**src/rtl/aux_tx_pkg.sv**
```systemverilog
package aux_tx_pkg;

  typedef enum logic [1:0] {
    ST_IDLE = 2'd0,
    ST_BODY = 2'd1,
    ST_CRC  = 2'd2
  } fr_state_e;

  localparam logic [31:0] CRC_POLY_REFL = 32'hEDB88320;
  localparam logic [31:0] CRC_SEED      = 32'hFFFF_FFFF;

  // One byte of the reflected CRC-32, least significant bit first.
  function automatic logic [31:0] crc_byte_step(input logic [31:0] c, input logic [7:0] b);
    logic [31:0] r;
    r = c ^ {24'd0, b};
    for (int i = 0; i < 8; i++) begin
      r = r[0] ? ((r >> 1) ^ CRC_POLY_REFL) : (r >> 1);
    end
    return r;
  endfunction

endpackage

```
**src/rtl/aux_tx_buf.sv**
```systemverilog
module aux_tx_buf #(
  parameter int DEPTH  = 64,
  parameter int ADDR_W = $clog2(DEPTH)
) (
  input  logic              clk,
  input  logic              we,
  input  logic [ADDR_W-1:0] waddr,
  input  logic [7:0]        wdata,
  input  logic [ADDR_W-1:0] raddr,
  output logic [7:0]        rdata
);
  logic [7:0] mem_q [DEPTH];

  always_ff @(posedge clk) begin
    if (we) mem_q[waddr] <= wdata;
  end

  assign rdata = mem_q[raddr];
endmodule

```
**src/rtl/aux_tx_crc.sv**
```systemverilog
module aux_tx_crc
  import aux_tx_pkg::*;
(
  input  logic        clk,
  input  logic        rst_n,
  input  logic        clear,
  input  logic        advance,
  input  logic [7:0]  din,
  output logic [31:0] crc_q
);
  always_ff @(posedge clk) begin
    if (!rst_n || clear) crc_q <= CRC_SEED;
    else if (advance)    crc_q <= crc_byte_step(crc_q, din);
  end
endmodule

```
**src/rtl/aux_tx_framer.sv**
```systemverilog
module aux_tx_framer
  import aux_tx_pkg::*;
#(
  parameter int AUX_BYTES = 128,
  parameter int BUF_BYTES = AUX_BYTES / 2,
  parameter int ADDR_W    = $clog2(BUF_BYTES)
) (
  input  logic              clk,
  input  logic              rst_n,
  input  logic              buf_we,
  input  logic [ADDR_W-1:0] buf_addr,
  input  logic [7:0]        buf_wdata,
  input  logic              len_we,
  input  logic [15:0]       len_wdata,
  input  logic              go_we,
  input  logic [7:0]        go_wdata,
  output logic              busy,
  output logic              tx_valid,
  input  logic              tx_ready,
  output logic [7:0]        tx_data,
  output logic              tx_first,
  output logic              tx_last
);
  localparam int LEN_W = $clog2(BUF_BYTES + 4) + 1;
  localparam logic [LEN_W-1:0] CAP = LEN_W'(BUF_BYTES);

  fr_state_e        state_q;
  logic [LEN_W-1:0] len_q, idx_q, pad_len;
  logic [1:0]       cnt_q;
  logic [7:0]       rd_data, body_byte;
  logic [31:0]      crc_q, crc_fin;
  logic             start_ok, fire, idle;

  assign idle     = (state_q == ST_IDLE);
  assign start_ok = go_we && go_wdata[0] && idle;
  assign fire     = tx_valid && tx_ready;
  assign pad_len  = (len_q + LEN_W'(3)) & ~LEN_W'(3);

  aux_tx_buf #(.DEPTH(BUF_BYTES), .ADDR_W(ADDR_W)) u_buf (
    .clk   (clk),
    .we    (buf_we && idle),
    .waddr (buf_addr),
    .wdata (buf_wdata),
    .raddr (idx_q[ADDR_W-1:0]),
    .rdata (rd_data)
  );

  assign body_byte = (idx_q < len_q) ? rd_data : 8'h00;

  aux_tx_crc u_crc (
    .clk     (clk),
    .rst_n   (rst_n),
    .clear   (start_ok),
    .advance ((state_q == ST_BODY) && fire),
    .din     (body_byte),
    .crc_q   (crc_q)
  );

  assign crc_fin = ~crc_q;

  always_ff @(posedge clk) begin
    if (!rst_n) begin
      len_q <= '0;
    end else if (len_we && idle) begin
      len_q <= (len_wdata > 16'(BUF_BYTES)) ? CAP : len_wdata[LEN_W-1:0];
    end
  end

  always_ff @(posedge clk) begin
    if (!rst_n) begin
      state_q <= ST_IDLE;
      idx_q   <= '0;
      cnt_q   <= '0;
    end else begin
      case (state_q)
        ST_IDLE: if (start_ok) begin
          idx_q   <= '0;
          cnt_q   <= '0;
          state_q <= (pad_len == '0) ? ST_CRC : ST_BODY;
        end
        ST_BODY: if (fire) begin
          idx_q <= idx_q + LEN_W'(1);
          if (idx_q == pad_len - LEN_W'(1)) state_q <= ST_CRC;
        end
        ST_CRC: if (fire) begin
          cnt_q <= cnt_q + 2'd1;
          if (cnt_q == 2'd3) state_q <= ST_IDLE;
        end
        default: state_q <= ST_IDLE;
      endcase
    end
  end

  always_comb begin
    tx_data = 8'h00;
    if (state_q == ST_BODY) begin
      tx_data = body_byte;
    end else if (state_q == ST_CRC) begin
      case (cnt_q)
        2'd0:    tx_data = crc_fin[31:24];
        2'd1:    tx_data = crc_fin[23:16];
        2'd2:    tx_data = crc_fin[15:8];
        default: tx_data = crc_fin[7:0];
      endcase
    end
  end

  assign busy     = !idle;
  assign tx_valid = !idle;
  assign tx_first = ((state_q == ST_BODY) && (idx_q == '0)) ||
                    ((state_q == ST_CRC) && (cnt_q == 2'd0) && (pad_len == '0));
  assign tx_last  = (state_q == ST_CRC) && (cnt_q == 2'd3);
endmodule

```
**config.mk**
```make
export PLATFORM = sky130hd
export DESIGN_NAME = aux_tx_framer
export DESIGN_NICKNAME = d
export VERILOG_FILES = /design/src/rtl/aux_tx_pkg.sv /design/src/rtl/aux_tx_buf.sv /design/src/rtl/aux_tx_crc.sv /design/src/rtl/aux_tx_framer.sv
export SDC_FILE = /design/constraint.sdc
export NUM_CORES = 1
export LEC_CHECK = 0
export BUFFER_PORTS_ARGS = -buffer_cell sky130_fd_sc_hd__buf_2
export CAP_MARGIN = 20
export CORE_UTILIZATION = 45
export DETAILED_ROUTE_END_ITERATION = 10
export PLACE_DENSITY = 0.71
export SETUP_SLACK_MARGIN = 0.3
export SLEW_MARGIN = 0
export SYNTH_ARGS = -nofsm -noshare
export SYNTH_HDL_FRONTEND = slang
export SYNTH_SLANG_ARGS = --single-unit
```
**constraint.sdc**
```tcl
create_clock -name clk -period 4.12 [get_ports clk]
set_input_delay 0.206 -clock clk [delete_from_list [all_inputs] [get_ports clk]]
set_output_delay 0.206 -clock clk [all_outputs]
set_load 0.01 [all_outputs]
```
==> impl_metrics.tcl <==
set metrics [dict create \
    status "completed" \
    reg2regPathDepth 12 \
    die_w_um 232 \
    n_fill_cell 4093 \
    end_kind "flop" \
    dieArea_um2 53800 \
    cts_buffer_depth 3 \
    clkLatencyLatePin_ns 0.63 \
    vias 13200 \
    netlist.area_leader.share_pct 64.6 \
    path_buf_inv 2 \
    grt_overflow 0 \
    synth_fp_nets 1487 \
    crit_path_start_kind "flop" \
    syn_to_final_growth_pct 13.8 \
    yosysWarnings 0 \
    hp-class "primary input to flop" \
    crit_chain "buf_16 -> mux4_2 -> mux4_2 -> nand2_1 -> o211ai_1 -> nand3_1 -> xor2_4 -> xnor2_2 -> xnor2_2 -> buf_4 -> xor2_1 -> o21ai_0" \
    ys_seq_area_share_pct 69.4 \
    totalNegativeSetupSlack_ns 0 \
    drive_above_1_share_pct 19.9 \
    slew_violations 0 \
    critical_path.max_stage_delay_ns 0.58 \
    htreeDepth 2 \
    cts_buffers 55 \
    synthFlopType "edfxtp_1" \
    cp_top_family "multiplexers" \
    max_slew.worst_pin.slew_ns 1.05 \
    fin_crit_ns 3.70 \
    skew_ns 0.0286 \
    portBuffers 48 \
    grt_util_all_layers_pct 20.7 \
    synth_area_leaders "edfxtp_1 (65%), mux4_2 (8.1%), dfxtp_1 (4.9%), mux2i_1 (4.3%), xnor2_1 (1.5%)" \
    wl_mm 54.6 \
    power_density_nw_per_um2 437 \
    final_hold_viol_count 0 \
    finalSetupViolations 0 \
    maxCapViolations 0 \
    drtPass1Iterations 5 \
    grt_max_degree 65 \
    synthDistinctLibCells 61 \
    regArea_um2 16500 \
    crit_required_ns 4.59 \
    grt_setup_unrepaired "yes" \
    rows 83 \
    drt-initial-drc-count 1397 \
    critPathKind "flop to flop" \
    fin_nets 1601 \
    synth-seq-cells 570 \
    ant_nets 0 \
    start_util_pct 46.0 \
    synth_largest_area_cell "edfxtp_1" \
    p_leak_nw 8.58 \
    multi_input_area_um2 6830 \
    grt_first_pass_wirelength_mm 82.6 \
    grt_pass1_vias 13200 \
    antenna_found_initial 0 \
    synth.avg_cell_area_um2 16.7 \
    dieHeight_um 232 \
    final_core_util_pct 52.3 \
    syn_area_um2 23800 \
    cts.sinks 570 \
    holdPathStages 1 \
    cts_tree "done" \
    ios 56 \
    max_freq_mhz 271 \
    cts_root_buf "clkbuf_16" \
    clk_pin_slew_ns 0.06 \
    synth_cells 1429 \
    drt-vias-per-instance 5.82 \
    vdd_drop_max_mv 0.444 \
    crit_slowest_cell "mux4_2" \
    path_max_fanout 44 \
    async_reset_ff_share_pct 0 \
    core_area_um2 51800 \
    slew-limit-headroom_pct 30.3 \
    drcViolationCount 0 \
    routedWlPerCell_um 24.1 \
    finalCritPeriodShare_pct 89.7 \
    path_depth 12 \
    place_hpwl_mm 34.5 \
    worstPathArrival_ns 4.17 \
    num_antenna_cells 0 \
    synth-edff-count 512 \
    gp_congestion 0.898 \
]
==> state kept, by name (all words and copies together), names as in the netlist, named ones only <==
name         flops
u_buf.mem_q    512
u_crc.crc_q     32
idx_q            8
len_q            8
cnt_q            2
state_q          2
==> final cells by class <==
type,instances,share of cell area (%)
inverter,18,0.249
multi-input combinational,770,25.2
tap,680,3.14
sequential,570,61.0
clock inverter,35,1.32
timing repair buffer,128,3.83
clock buffer,64,5.24
==> cell usage after synthesis, drive strengths merged, types with 22 or more instances <==
master / instances
mux2i: 103
a21oi: 32
o21ai: 22
clkbuf: 30
mux4: 90
o211ai: 26
xor2: 38
a22oi: 46
edfxtp: 512
xnor2: 50
nor2b: 32
dfxtp: 58
nor2: 93
nand2: 83
buf: 41
nand3: 33
==> worst reg2reg max path, stage by stage, from the launching register on <==
cell and delay, ns:
dfxtp_4 0.41, buf_16 0.28, mux4_2 0.65, mux4_2 0.54, nand2_1 0.17, o211ai_1 0.17, nand3_1 0.22, xor2_4 0.15
xnor2_2 0.44, xnor2_2 0.17, buf_4 0.16, xor2_1 0.13, o21ai_0 0.08
==> cells in the final DEF (no fill, tap or decap), drive strengths merged, types with 8 or more instances in the layout <==
cell type,Yosys,layout
a21oi,32,32
a22oi,46,46
a31oi,12,12
buf,41,110
clkbuf,30,64
clkinv,0,22
clkinvlp,0,8
dfxtp,58,58
dlygate4sd3,0,18
edfxtp,512,512
ha,14,14
inv,18,18
mux2i,103,103
mux4,90,90
nand2,83,83
nand3,33,33
nand4,14,14
nor2,93,93
nor2b,32,32
nor3,10,10
o211ai,26,26
o21ai,22,22
o22ai,11,11
o311ai,8,8
xnor2,50,50
xor2,38,38
==> final timing paths <==
check | start | end | slack, ns
worst min register to register | u_crc.crc_q[22] | u_crc.crc_q[22] | 0.51
worst max register to register | flop | u_crc.crc_q[4] | 0.42
worst max-delay path | flop | u_crc.crc_q[4] | 0.42
worst min-delay path | buf_wdata[5] | u_buf.mem_q[48][5] | 0.04
==> metrics by stage <==
stage	power [mW]	cell area, um2	hold WS, ns	cells	setup slack, ns
floorplan	6.76	23800	0.305	1429	0.989
global placement	6.94	25000	0.488	2139	0.391
detailed placement	6.96	25000	0.498	2139	0.376
CTS	11.9	26900	0.129	2255	0.365
global route	12.2	27100	0.0585	2265	0.260
finish	11.8	27100	0.0402	2265	0.425
==> layer usage <==
layer / up-vias / track usage [%] / part of all wire [%]
met2: 571 / 33.3 / 47
met1: 6727 / 28.4 / 42
met4: 0 / 4.83 / 1.7
met3: 80 / 4.79 / 8.6
met5: - / 0 / 0
li1: 5807 / - / -
==> cells by family (layout without fill, tap and decap cells) <==
group,Yosys count,count (layout),share of synthesized area [%]
flip-flops,570,570,69.4
AND/OR/NAND/NOR,297,297,5.78
multiplexers,199,199,13.2
AO/OA/AOI/OAI,171,171,4.85
XOR/XNOR,89,89,3.98
buffers and inverters,89,245,2.04
adder cells (fa/ha/maj),14,14,0.735
==> report_power, final <==
| part | internal [mW] | total, mW | switching (mW) | leakage (nW) |
|---|---|---|---|---|
| Sequential | 6.32 | 6.34 | 0.0176 | 5.08 |
| Combinational | 0.209 | 0.536 | 0.327 | 2.65 |
| Clock | 2.79 | 4.97 | 2.18 | 0.849 |
| Total | 9.32 | 11.8 | 2.52 | 8.58 |
==> timing repair <==
action                                 CTS  global route
setup endpoints to repair                0             8
hold buffers                            17             1
resized for setup                        0             6
endpoints found under the hold margin   13             9
buffers inserted                         0             3
Note: power is estimated with default switching activity, not from simulation.
